==> src/rtl/wdt_keyctl_pkg.sv <==
package wdt_keyctl_pkg;

    // register byte offsets
    localparam logic [7:0] OFS_COUNT = 8'h28;
    localparam logic [7:0] OFS_LOAD  = 8'h2C;
    localparam logic [7:0] OFS_TRIG  = 8'h30;
    localparam logic [7:0] OFS_STAT  = 8'h34;
    localparam logic [7:0] OFS_KEY   = 8'h48;

    // status flag positions
    localparam int unsigned STAT_LOAD_BIT = 2;
    localparam int unsigned STAT_TRIG_BIT = 3;
    localparam int unsigned STAT_KEY_BIT  = 4;

    // key words
    localparam logic [31:0] KEY_STOP_1  = 32'h0000_AAAA;
    localparam logic [31:0] KEY_STOP_2  = 32'h0000_5555;
    localparam logic [31:0] KEY_START_1 = 32'h0000_BBBB;
    localparam logic [31:0] KEY_START_2 = 32'h0000_4444;

    typedef enum logic [1:0] {
        KS_IDLE      = 2'd0,
        KS_DIS_ARMED = 2'd1,
        KS_EN_ARMED  = 2'd2
    } key_state_e;

endpackage

==> src/rtl/wdt_post.sv <==
module wdt_post #(
    parameter int unsigned DW       = 32,
    parameter int unsigned SYNC_CYC = 3
) (
    input  logic          clk,
    input  logic          rst_n,
    input  logic          wr_req,
    input  logic [DW-1:0] wr_data,
    output logic          pend,
    output logic          apply,
    output logic [DW-1:0] apply_data
);
    localparam int unsigned SCW = $clog2(SYNC_CYC + 1);

    logic          busy;
    logic [SCW-1:0] stage;
    logic [DW-1:0] data_q;
    logic          accept;

    assign accept     = wr_req && !busy;
    assign apply      = busy && (stage == SCW'(SYNC_CYC - 1));
    assign pend       = busy;
    assign apply_data = data_q;

    always_ff @(posedge clk or negedge rst_n) begin
        if (!rst_n) begin
            busy   <= 1'b0;
            stage  <= '0;
            data_q <= '0;
        end else if (accept) begin
            busy   <= 1'b1;
            stage  <= '0;
            data_q <= wr_data;
        end else if (apply) begin
            busy   <= 1'b0;
        end else if (busy) begin
            stage  <= stage + 1'b1;
        end
    end

    // length of the current pending run, for the checks below
    logic [SCW:0] run_len;
    always_ff @(posedge clk or negedge rst_n) begin
        if (!rst_n)    run_len <= '0;
        else if (busy) run_len <= run_len + 1'b1;
        else           run_len <= '0;
    end


    pend_len_chk: assert property (@(posedge clk) disable iff (!rst_n)
        $fell(busy) |-> (run_len == (SCW+1)'(SYNC_CYC)));


    pend_ignore_chk: assert property (@(posedge clk) disable iff (!rst_n)
        (busy && wr_req) |=> $stable(data_q));

endmodule

==> src/rtl/wdt_keyfsm.sv <==
module wdt_keyfsm
    import wdt_keyctl_pkg::*;
(
    input  logic        clk,
    input  logic        rst_n,
    input  logic        apply,
    input  logic [31:0] key_word,
    output logic        enable,
    output logic [31:0] key_last
);
    key_state_e state_q, state_d;
    logic       enable_d;
    logic       stop_hit, start_hit;

    // state register process
    always_ff @(posedge clk or negedge rst_n) begin
        if (!rst_n) begin
            state_q  <= KS_IDLE;
            enable   <= 1'b1;
            key_last <= '0;
        end else begin
            state_q  <= state_d;
            enable   <= enable_d;
            if (apply) key_last <= key_word;
        end
    end

    // next state
    always_comb begin
        state_d = state_q;
        if (apply) begin
            unique case (state_q)
                KS_IDLE: begin
                    if (key_word == KEY_STOP_1)       state_d = KS_DIS_ARMED;
                    else if (key_word == KEY_START_1) state_d = KS_EN_ARMED;
                    else                              state_d = KS_IDLE;
                end
                KS_DIS_ARMED: state_d = KS_IDLE;
                KS_EN_ARMED:  state_d = KS_IDLE;
                default:      state_d = KS_IDLE;
            endcase
        end
    end

    // outputs
    always_comb begin
        stop_hit  = apply && (state_q == KS_DIS_ARMED) && (key_word == KEY_STOP_2);
        start_hit = apply && (state_q == KS_EN_ARMED)  && (key_word == KEY_START_2);
        enable_d  = enable;
        if (stop_hit)  enable_d = 1'b0;
        if (start_hit) enable_d = 1'b1;
    end


    stop_key_chk: assert property (@(posedge clk) disable iff (!rst_n)
        (apply && state_q == KS_DIS_ARMED && key_word == KEY_STOP_2) |=> !enable);


    start_key_chk: assert property (@(posedge clk) disable iff (!rst_n)
        (apply && state_q == KS_EN_ARMED && key_word == KEY_START_2) |=> enable);


    bad_key_chk: assert property (@(posedge clk) disable iff (!rst_n)
        (apply && state_q != KS_IDLE && !stop_hit && !start_hit)
            |=> (state_q == KS_IDLE) && (enable == $past(enable)));

endmodule

==> src/rtl/wdt_upcount.sv <==
module wdt_upcount #(
    parameter int unsigned   CW           = 32,
    parameter int unsigned   PRESC_LOG2   = 0,
    parameter int unsigned   RST_CYC      = 4,
    parameter logic [CW-1:0] LOAD_DEFAULT = 32'hFFFB_0000
) (
    input  logic          clk,
    input  logic          rst_n,
    input  logic          enable,
    input  logic          load_apply,
    input  logic [CW-1:0] load_data,
    input  logic          trig_apply,
    output logic [CW-1:0] count,
    output logic [CW-1:0] load_val,
    output logic          rst_req
);
    localparam int unsigned   PW      = $clog2(RST_CYC + 1);
    localparam logic [CW-1:0] CNT_MAX = '1;

    logic          tick;
    logic          expire;
    logic [PW-1:0] pls_q;

    generate
        if (PRESC_LOG2 == 0) begin : g_nodiv
            assign tick = 1'b1;
        end else begin : g_div
            logic [PRESC_LOG2-1:0] pre_q;
            always_ff @(posedge clk or negedge rst_n) begin
                if (!rst_n) pre_q <= '0;
                else        pre_q <= pre_q + 1'b1;
            end
            assign tick = &pre_q;
        end
    endgenerate

    assign expire = enable && tick && (count == CNT_MAX);

    always_ff @(posedge clk or negedge rst_n) begin
        if (!rst_n) begin
            count <= LOAD_DEFAULT;
        end else if (trig_apply || expire) begin
            count <= load_val;
        end else if (enable && tick) begin
            count <= count + 1'b1;
        end
    end

    always_ff @(posedge clk or negedge rst_n) begin
        if (!rst_n)          load_val <= LOAD_DEFAULT;
        else if (load_apply) load_val <= load_data;
    end

    always_ff @(posedge clk or negedge rst_n) begin
        if (!rst_n)            pls_q <= '0;
        else if (expire)       pls_q <= PW'(RST_CYC);
        else if (pls_q != '0)  pls_q <= pls_q - 1'b1;
    end

    assign rst_req = (pls_q != '0);

    logic [PW:0] hi_len;
    always_ff @(posedge clk or negedge rst_n) begin
        if (!rst_n)       hi_len <= '0;
        else if (rst_req) hi_len <= hi_len + 1'b1;
        else              hi_len <= '0;
    end


    count_step_chk: assert property (@(posedge clk) disable iff (!rst_n)
        (enable && tick && !expire && !trig_apply) |=> (count == $past(count) + 1'b1));


    rst_len_chk: assert property (@(posedge clk) disable iff (!rst_n)
        $fell(rst_req) |-> (hi_len >= (PW+1)'(RST_CYC)));


    wrap_reload_chk: assert property (@(posedge clk) disable iff (!rst_n)
        expire |=> (rst_req && count == $past(load_val)));


    no_rst_stopped_chk: assert property (@(posedge clk) disable iff (!rst_n)
        !enable |=> !$rose(rst_req));


    hold_stopped_chk: assert property (@(posedge clk) disable iff (!rst_n)
        (!enable && !trig_apply) |=> $stable(count));

endmodule

==> src/rtl/wdt_keyctl.sv <==
module wdt_keyctl
    import wdt_keyctl_pkg::*;
#(
    parameter int unsigned   CW           = 32,
    parameter int unsigned   SYNC_CYC     = 3,
    parameter int unsigned   PRESC_LOG2   = 0,
    parameter int unsigned   RST_CYC      = 4,
    parameter logic [CW-1:0] LOAD_DEFAULT = 32'hFFFB_0000
) (
    input  logic          clk,
    input  logic          rst_n,
    input  logic          bus_wr,
    input  logic [7:0]    bus_addr,
    input  logic [CW-1:0] bus_wdata,
    output logic [CW-1:0] bus_rdata,
    output logic          rst_req
);
    logic          wr_key, wr_load, wr_trig;
    logic          pend_key, pend_load, pend_trig;
    logic          app_key, app_load, app_trig;
    logic [CW-1:0] dat_key, dat_load, dat_trig;
    logic          enable;
    logic [31:0]   key_last;
    logic [CW-1:0] count, load_val;

    assign wr_key  = bus_wr && (bus_addr == OFS_KEY);
    assign wr_load = bus_wr && (bus_addr == OFS_LOAD);
    assign wr_trig = bus_wr && (bus_addr == OFS_TRIG);

    wdt_post #(.DW(CW), .SYNC_CYC(SYNC_CYC)) u_post_key (
        .clk(clk), .rst_n(rst_n), .wr_req(wr_key), .wr_data(bus_wdata),
        .pend(pend_key), .apply(app_key), .apply_data(dat_key));

    wdt_post #(.DW(CW), .SYNC_CYC(SYNC_CYC)) u_post_load (
        .clk(clk), .rst_n(rst_n), .wr_req(wr_load), .wr_data(bus_wdata),
        .pend(pend_load), .apply(app_load), .apply_data(dat_load));

    wdt_post #(.DW(CW), .SYNC_CYC(SYNC_CYC)) u_post_trig (
        .clk(clk), .rst_n(rst_n), .wr_req(wr_trig), .wr_data(bus_wdata),
        .pend(pend_trig), .apply(app_trig), .apply_data(dat_trig));

    wdt_keyfsm u_keyfsm (
        .clk(clk), .rst_n(rst_n), .apply(app_key), .key_word(32'(dat_key)),
        .enable(enable), .key_last(key_last));

    wdt_upcount #(
        .CW(CW), .PRESC_LOG2(PRESC_LOG2), .RST_CYC(RST_CYC), .LOAD_DEFAULT(LOAD_DEFAULT)
    ) u_count (
        .clk(clk), .rst_n(rst_n), .enable(enable),
        .load_apply(app_load), .load_data(dat_load), .trig_apply(app_trig),
        .count(count), .load_val(load_val), .rst_req(rst_req));

    always_comb begin
        bus_rdata = '0;
        unique case (bus_addr)
            OFS_COUNT: bus_rdata = count;
            OFS_LOAD:  bus_rdata = load_val;
            OFS_KEY:   bus_rdata = CW'(key_last);
            OFS_STAT: begin
                bus_rdata[STAT_LOAD_BIT] = pend_load;
                bus_rdata[STAT_TRIG_BIT] = pend_trig;
                bus_rdata[STAT_KEY_BIT]  = pend_key;
            end
            default:   bus_rdata = '0;
        endcase
    end

    // dat_trig carries no information; the trigger is the write itself
    logic unused_trig;
    assign unused_trig = ^dat_trig;


    stat_pend_chk: assert property (@(posedge clk) disable iff (!rst_n)
        (wr_key && !pend_key) |=> pend_key);

endmodule

==> config.mk <==
export PLATFORM = sky130hd
export DESIGN_NAME = wdt_keyctl
export DESIGN_NICKNAME = d
export VERILOG_FILES = /design/src/rtl/wdt_keyctl_pkg.sv /design/src/rtl/wdt_post.sv /design/src/rtl/wdt_keyfsm.sv /design/src/rtl/wdt_upcount.sv /design/src/rtl/wdt_keyctl.sv
export SDC_FILE = /design/constraint.sdc
export NUM_CORES = 1
export LEC_CHECK = 0
export BUFFER_PORTS_ARGS = -buffer_cell sky130_fd_sc_hd__buf_2
export CORE_ASPECT_RATIO = 1.2
export CORE_UTILIZATION = 35
export CTS_CLUSTER_SIZE = 12
export DETAILED_ROUTE_END_ITERATION = 12
export GPL_TIMING_DRIVEN = 0
export SLEW_MARGIN = 0
export SYNTH_ARGS = -nofsm -noshare
export SYNTH_HDL_FRONTEND = slang
export SYNTH_SLANG_ARGS = --single-unit
==> constraint.sdc <==
create_clock -name clk -period 5.36 [get_ports clk]
set_input_delay 1.34 -clock clk [delete_from_list [all_inputs] [get_ports clk]]
set_output_delay 1.34 -clock clk [all_outputs]
set_load 0.02 [all_outputs]
== Yosys cells after proc, flatten, opt, wreduce, memory -nomap -nowiden ==
Cells that the tools add are included.

* Bits in registers: 175
* Logic and storage cells: 96

* Add/sub/neg operators: 5
* Equality and inequality tests: 18
* Mux-type cells: 27
* Reductions and logical operators: 32

{| class="wikitable"
|+ Operator list
! cell !! count
|-
| 27-bit case mux with 3 select lines || 1
|-
| 32-bit by 15-bit equality test with 1-bit output, second input constant || 2
|-
| 32-bit by 16-bit equality test with 1-bit output, second input constant || 2
|-
| 32-bit 2-to-1 mux || 2
|-
| 32-bit by 1-bit adder with 32-bit output, second input constant || 1
|-
| 32-bit equality test, second input constant || 1
|-
| 8-bit by 6-bit equality test with 1-bit output, second input constant || 4
|-
| 2-bit 2-to-1 mux || 12
|-
| 2-bit nonzero test || 9
|-
| 1-bit logical AND || 14
|-
| 3-bit case mux with 4 select lines || 1
|-
| 2-bit equality test, second input constant || 4
|-
| 8-bit by 7-bit equality test with 1-bit output, second input constant || 1
|-
| 1-bit 2-to-1 mux || 8
|-
| 2-bit by 1-bit adder with 2-bit output, second input constant || 3
|-
| 3-bit 2-to-1 mux || 2
|-
| 2-bit case mux with 3 select lines || 1
|-
| 2-bit AND reduction || 3
|-
| 2-bit != test, second input constant || 2
|-
| 1-bit zero test || 3
|-
| 3-bit nonzero test || 1
|-
| 3-bit by 1-bit subtractor with 3-bit output, second input constant || 1
|-
| 2-bit by 1-bit equality test with 1-bit output, second input constant || 1
|-
| 2-bit zero test || 1
|-
| other kinds (2) || 2
|}

== Depth between registers and ports, before layout ==
Gate-level depths: netlist of the first run.

* Depth in word-level cells: 6
* Depth in mapped cells: 7

== Hierarchy ==
Synthesis of the first run repeated with hierarchy kept, for this count alone.

* Cell total of the unflattened synthesis: 747
* Area, all modules: 10144.7 µm²

{| class="wikitable"
|+ Modules (own cells, without submodules)
! module !! times used !! cells an instance !! area an instance (µm²) !! sequential area each (µm²)
|-
| wdt_post || 3 || 83 || 1510.2 || 875.8
|-
| wdt_upcount || 1 || 309 || 3355.7 || 1714.1
|-
| wdt_keyfsm || 1 || 100 || 1475.2 || 877.1
|-
| wdt_keyctl || 1 || 89 || 783.3 || 0.0
|}

== Worst setup path after synthesis of the first run ==
OpenSTA, ideal clock, no wires.

* Path type: input to output
* From: in bus_addr[7]
* To: out bus_rdata[24]
* Arrival: 2.942 ns
* Data required time: 4.020 ns
* Slack: 1.078 ns
* Stages on the path: 6
* Path through: or3_1 -> clkbuf_1 -> nor4b_1 -> clkbuf_1 -> a222oi_1 -> inv_1

* Cells in the longest elaborated chain, start to end: 2

{| class="wikitable"
|+ RTL lines
! item !! RTL line !! text
|-
| start, declared || wdt_keyctl.sv:13 || <nowiki>input logic [7:0] bus_addr,</nowiki>
|-
| 8-bit by 7-bit equality test with 1-bit output or 8-bit by 6-bit equality test with 1-bit output (tied branches) || wdt_keyctl.sv:55 || <nowiki>unique case (bus_addr)</nowiki>
|-
| 27-bit case mux with 3 select lines (*) || wdt_keyctl.sv:55 ||
|-
| end, declared || wdt_keyctl.sv:15 || <nowiki>output logic [CW-1:0] bus_rdata,</nowiki>
|}

Every way passes the cells marked *; elsewhere a longest branch is shown, timed or not.

== Worst setup path in the final report of the first run ==
* From: in bus_addr[7]
* To: out bus_rdata[28]

Same word-level chain as after synthesis.

==> results of run 1 <==
## state kept, by name (all words and copies together), names as in the netlist
signal,count
u_post_key.apply_data,32
u_post_trig.pend,1
u_keyfsm.enable,1
u_count.load_val,32
u_post_load.stage,2
u_count.count,32
u_post_load.pend,1
u_count.pls_q,3
u_post_trig.stage,2
u_post_key.stage,2
u_keyfsm.key_last,32
u_keyfsm.state_q,2
u_post_load.apply_data,32
u_post_key.pend,1
## repair_timing
item                       in CTS  in global routing
pin swaps                       0                  0
hold buffers                    0                  0
gates resized for setup         1                  1
setup endpoints to repair      30                 26
## critical path, cell delays in order
cell and delay [ns]:
buf_2 0.09, or3_1 0.37, clkbuf_1 0.20, nor4b_2 0.73, clkbuf_1 0.63, a222oi_1 0.26, inv_1 0.11, buf_2 0.16
## through the flow
stage,total power (uW),cells,setup slack (ns),instance area [sq um]
6_report,2810,1039,0.109,9600
2_1_floorplan,1420,621,1.08,8140
4_1_cts,2830,1039,0.0270,9600
5_1_grt,2890,1039,0.0234,9600
3_3_place_gp,1480,1006,-0.391,8900
3_5_place_dp,1480,1007,-0.122,8950
## cell usage in the layout, fill, tap and decap left out, types with 19 or more instances in the layout
cell type  instances
a222oi_1          29
clkbuf_1          20
mux2_4            28
nand2_1           28
mux2_2           130
buf_2             81
dfrtp_1          144
inv_1             42
xor2_1            19
dfstp_2           31
## path summary, 6_finish.rpt
kind                                      startpoint                        to
worst max register to register      u_count.count[4]         u_count.count[10]
max in group asynchronous                      rst_n         u_count.count[22]
worst min register to register  u_post_trig.stage[0]      u_post_trig.stage[0]
worst min-delay path            u_post_trig.stage[0]      u_post_trig.stage[0]
min in group asynchronous                      rst_n  u_post_key.apply_data[7]
worst max-delay path                     bus_addr[7]             bus_rdata[28]
## report_power, final
group          switching, uW  leakage, uW  internal, uW
clock network            521     0.000306           830
logic                   53.6      0.00231          39.0
registers               18.2      0.00231          1350
total                    593      0.00492          2210
## cells by family after synthesis
logic type	count (synthesis)	share of synthesized area, %
mux	161	23.5
buf+inv	74	3.81
compound gates	49	5.40
fa+ha+maj	6	0.922
simple gates	124	8.61
xor+xnor	32	3.44
flops	175	54.3
## layer usage
metal  GRT usage (%)  part of all wire [%]  routed length [microns]  up-vias
met2            30.6                    50                    10100      131
met1            23.7                    43                     8660     2690
met3            2.52                   5.1                     1030       23
li1                -                     -                        -     2446
met4            6.52                   1.9                      387        0
met5               0                     0                        0        -
## final cells by class
| type | count | share of cell area [%] |
|---|---|---|
| multi-input cells | 372 | 35.7 |
| plain buffers | 32 | 1.59 |
| repair buffers | 76 | 4.30 |
| flip-flops and latches | 175 | 46.0 |
| well taps | 310 | 4.04 |
| clock inverters | 9 | 1.63 |
| clock buffers | 23 | 5.08 |
| inverters | 42 | 1.64 |
==> impl_metrics.env, run 1 <==
export IMPL_vias=5290
export IMPL_dp_hpwl_microns=14400
export IMPL_synth_edff_count=0
export IMPL_rrSetupSlack_ns=2.76
export IMPL_crit_type="input pin to output pin"
export IMPL_vias_per_cell=5.09
export IMPL_rsz0062_at_grt="no"
export IMPL_synthFlopType="dfrtp_1"
export IMPL_avgSynthCellArea_sq_um=13.1
export IMPL_antenna_left=0
export IMPL_synth_async_reset_ratio_pct=100
export IMPL_core_area_sq_um=22600
export IMPL_drv_cap=0
export IMPL_totalWireLength_microns=20200
export IMPL_synth_distinct_cells=45
export IMPL_fillCellCount=2128
export IMPL_start_util_pct=36.0
export IMPL_synth_fp_nets=670
export IMPL_setup_tns_final_ns=0
export IMPL_power_density_nw_per_um2=292
export IMPL_synth_commonest_cells="dfrtp_1 (144), mux2_2 (130), inv_1 (42)"
export IMPL_grt_ovfl_total=0
export IMPL_multi_input_area_sq_um=3430
export IMPL_final_util_pct=42.5
export IMPL_die_x_microns=141
export IMPL_syn_inst=621
export IMPL_synth_warnings=0
export IMPL_status="finished clean"
export IMPL_setup_viol=0
export IMPL_drt_first_pass_iters=6
export IMPL_clk_pin_slew_ns=0.06
export IMPL_critPathMaxFanout=10
export IMPL_period_needed_ns=5.25
export IMPL_leakagePower_uw=0.00492
export IMPL_cts_tree="built"
export IMPL_cts_max_path_buffers=2
export IMPL_hold_viol=0
export IMPL_min_path_type="flop to flop"
export IMPL_wl_per_cell_microns=19.4
export IMPL_cp_required_ns=4.02
export IMPL_postCtsSetupBuffers=0
export IMPL_rows=60
export IMPL_antenna_found_initial=0
export IMPL_holdWs_ns=0.483
export IMPL_gr_usage_all_layers_pct=18.1
export IMPL_slew_headroom_pct=44.4
export IMPL_yosysMostFrequentCell="dfrtp_1"
export IMPL_critical_path_arrival_ns=3.91
export IMPL_final_nets=765
export IMPL_slew_violations=0
export IMPL_syn_cell_area_sq_um=8140
export IMPL_synthTopCellsByArea="dfrtp_1 (44%), mux2_2 (18%), dfstp_2 (10%), mux2_4 (5.2%), a222oi_1 (3.6%)"
export IMPL_die_y_microns=169
export IMPL_drc=0
export IMPL_clock_sinks=175
export IMPL_die_area_sq_um=23900
export IMPL_numCtsBuffers=17
export IMPL_ys_ff_latch=175
export IMPL_synth_top_cell_area_share_pct=44.3
export IMPL_yosysSeqAreaShare_pct=54.3
export IMPL_yosysTopAreaCell="dfrtp_1"
export IMPL_startpoint_type="input pin"
export IMPL_io_buffer_count=75
export IMPL_htree_levels=4
export IMPL_ios=76
export IMPL_grt_pass1_wl_microns=32100
export IMPL_antennaDiodeCount=0
export IMPL_seq_area_sq_um=4420
export IMPL_reg2regPathDepth=7
export IMPL_worstMarginPinSlew_ns=0.832
export IMPL_grt_max_degree=109
export IMPL_fin_skew_ns=0.00724
export IMPL_hold_depth=1
export IMPL_finalCritPeriodShare_pct=98.0
export IMPL_area_delta_synth_final_pct=18.0
export IMPL_drive_gt1_share_pct=42.8
export IMPL_insertion_delay_ns=0.44
export IMPL_clockRootBuffer="clkbuf_16"
export IMPL_endpoint_kind="output pin"
export IMPL_grt_pass1_vias=5500
export IMPL_max_freq_mhz=190
export IMPL_place_gp_congestion=0.797
export IMPL_drt_iter0_drc=447
export IMPL_peakVddDrop_mv=0.211
Power figures use the tool's default switching activity.
==> inputs of run 2 (changes only) <==
--- a/config.mk
+++ b/config.mk
@@ -11,6 +11,8 @@
 export CTS_CLUSTER_SIZE = 12
 export DETAILED_ROUTE_END_ITERATION = 12
 export GPL_TIMING_DRIVEN = 0
+export MAX_ROUTING_LAYER = met4
+export REMOVE_ABC_BUFFERS = 1
 export SLEW_MARGIN = 0
 export SYNTH_ARGS = -nofsm -noshare
 export SYNTH_HDL_FRONTEND = slang
==> run 2 against run 1 <==
  * Non-clock buffer count down 18
  * Count of clock-buffer cells in the layout unchanged
  * Combinational power about the same
==> impl_metrics.env, run 2 (synthesized netlist as in run 1, its figures left out) <==
export IMPL_max_freq_mhz=200
export IMPL_slew_violations=0
export IMPL_period_needed_ns=5.01
export IMPL_setup_tns_final_ns=0
export IMPL_start_util_pct=36.0
export IMPL_hold_start="u_count.load_val[26]"
export IMPL_grt_max_degree=100
export IMPL_clockRootBuffer="clkbuf_16"
export IMPL_leakagePower_uw=0.00497
export IMPL_r2r_start="u_count.count[4]"
export IMPL_grt_ovfl_total=0
export IMPL_final_nets=747
export IMPL_status="finished clean"
export IMPL_peakVddDrop_mv=0.226
export IMPL_rows=60
export IMPL_finalCritPeriodShare_pct=93.5
export IMPL_setup_viol=0
export IMPL_totalPowerFinal_uw=2810
export IMPL_clk_pin_slew_ns=0.06
export IMPL_vias_per_cell=5.15
export IMPL_antenna_left=0
export IMPL_critPathMaxFanout=10
export IMPL_final_cell_mix="dfrtp_1 (144), mux2_2 (130), buf_2 (74), inv_1 (42), dfstp_2 (31)"
export IMPL_rsz0062_at_grt="no"
export IMPL_insertion_delay_ns=0.43
export IMPL_htree_levels=4
export IMPL_place_gp_congestion=0.742
export IMPL_antenna_found_initial=0
export IMPL_clock_sinks=175
export IMPL_crit_type="input pin to output pin"
export IMPL_ios=76
export IMPL_numCtsBuffers=17
export IMPL_drive_gt1_share_pct=44.9
export IMPL_dp_hpwl_microns=12900
export IMPL_drt_first_pass_iters=6
export IMPL_final_common_cell="dfrtp_1"
export IMPL_drt_iter0_drc=439
export IMPL_fin_skew_ns=0.00881
export IMPL_postCtsSetupBuffers=0
export IMPL_cp_required_ns=4.02
export IMPL_startpoint_type="input pin"
export IMPL_hold_viol=0
export IMPL_cts_hold_buf=0
export IMPL_drc=0
export IMPL_cts_tree="built"
export IMPL_antennaDiodeCount=0
export IMPL_drv_cap=0
export IMPL_min_path_type="flop to flop"
export IMPL_io_buffer_count=75
export IMPL_grt_pass1_wl_microns=29500
export IMPL_vias=5255
export IMPL_core_area_sq_um=22600
export IMPL_slew_headroom_pct=32.7
export IMPL_grt_pass1_vias=5236
export IMPL_power_density_nw_per_um2=290
export IMPL_die_area_sq_um=23900
export IMPL_cts_resized=0
export IMPL_area_delta_synth_final_pct=19.0
export IMPL_gr_usage_all_layers_pct=16.8
export IMPL_die_x_microns=141
export IMPL_critPathLaunch="bus_addr[7]"
export IMPL_final_util_pct=42.8
export IMPL_holdWs_ns=0.472
export IMPL_endpoint_kind="output pin"
export IMPL_critical_path_arrival_ns=3.67
export IMPL_die_y_microns=169
export IMPL_worstMarginPinSlew_ns=1.01
export IMPL_wl_per_cell_microns=17.9
export IMPL_totalWireLength_microns=18300
export IMPL_cts_max_path_buffers=2
run 2: where the power goes:
part | switching [uW] | total (uW) | internal (uW)
combinational | 52.8 | 92.3 | 39.5
sequential | 17.1 | 1360 | 1350
clock | 511 | 1350 | 842
total | 581 | 2810 | 2230
run 2: worst max-delay path, stage by stage:
cell and delay, ns:
buf_2 0.09, or3_1 0.49, nor4b_2 0.87, buf_4 0.32, buf_4 0.20, a222oi_1 0.13
inv_1 0.07, buf_2 0.15
run 2: final timing paths:
check / to / slack, ns / depth (start not counted)
worst max-delay path: bus_rdata[16] / 0.35 / 8
worst max register to register: u_count.count[8] / 2.40 / 6
worst min register to register: u_count.count[26] / 0.47 / 2
min in group asynchronous: u_post_load.stage[1] / 0.88 / 1
max in group asynchronous: u_count.count[26] / 3.55 / 2
worst min-delay path: u_count.count[26] / 0.47 / 2
run 2: stage by stage:
step | worst slack, ns | cell area (sq um) | cells
floorplan | -0.791 | 7990 | 589
global placement | -3.94 | 8750 | 974
detailed placement | 0.321 | 9030 | 989
CTS | 0.323 | 9680 | 1021
global route | 0.167 | 9680 | 1021
finish | 0.348 | 9680 | 1021
run 2: layout make-up:
cell class | instances | area, sq um
fill | 2101 | 12900
multi-input combinational | 372 | 3440
timing repair buffer | 90 | 622
clock inverter | 9 | 154
tap | 310 | 388
inverter | 42 | 158
sequential | 175 | 4420
clock buffer | 23 | 498
run 2: routing by layer:
metal / track usage [%] / vias up / wire [microns]
met5: - / - / 0
met4: 5.15 / 0 / 206
met3: 3.28 / 19 / 800
met2: 25.7 / 119 / 8730
met1: 22.4 / 2695 / 8540
li1: - / 2422 / -
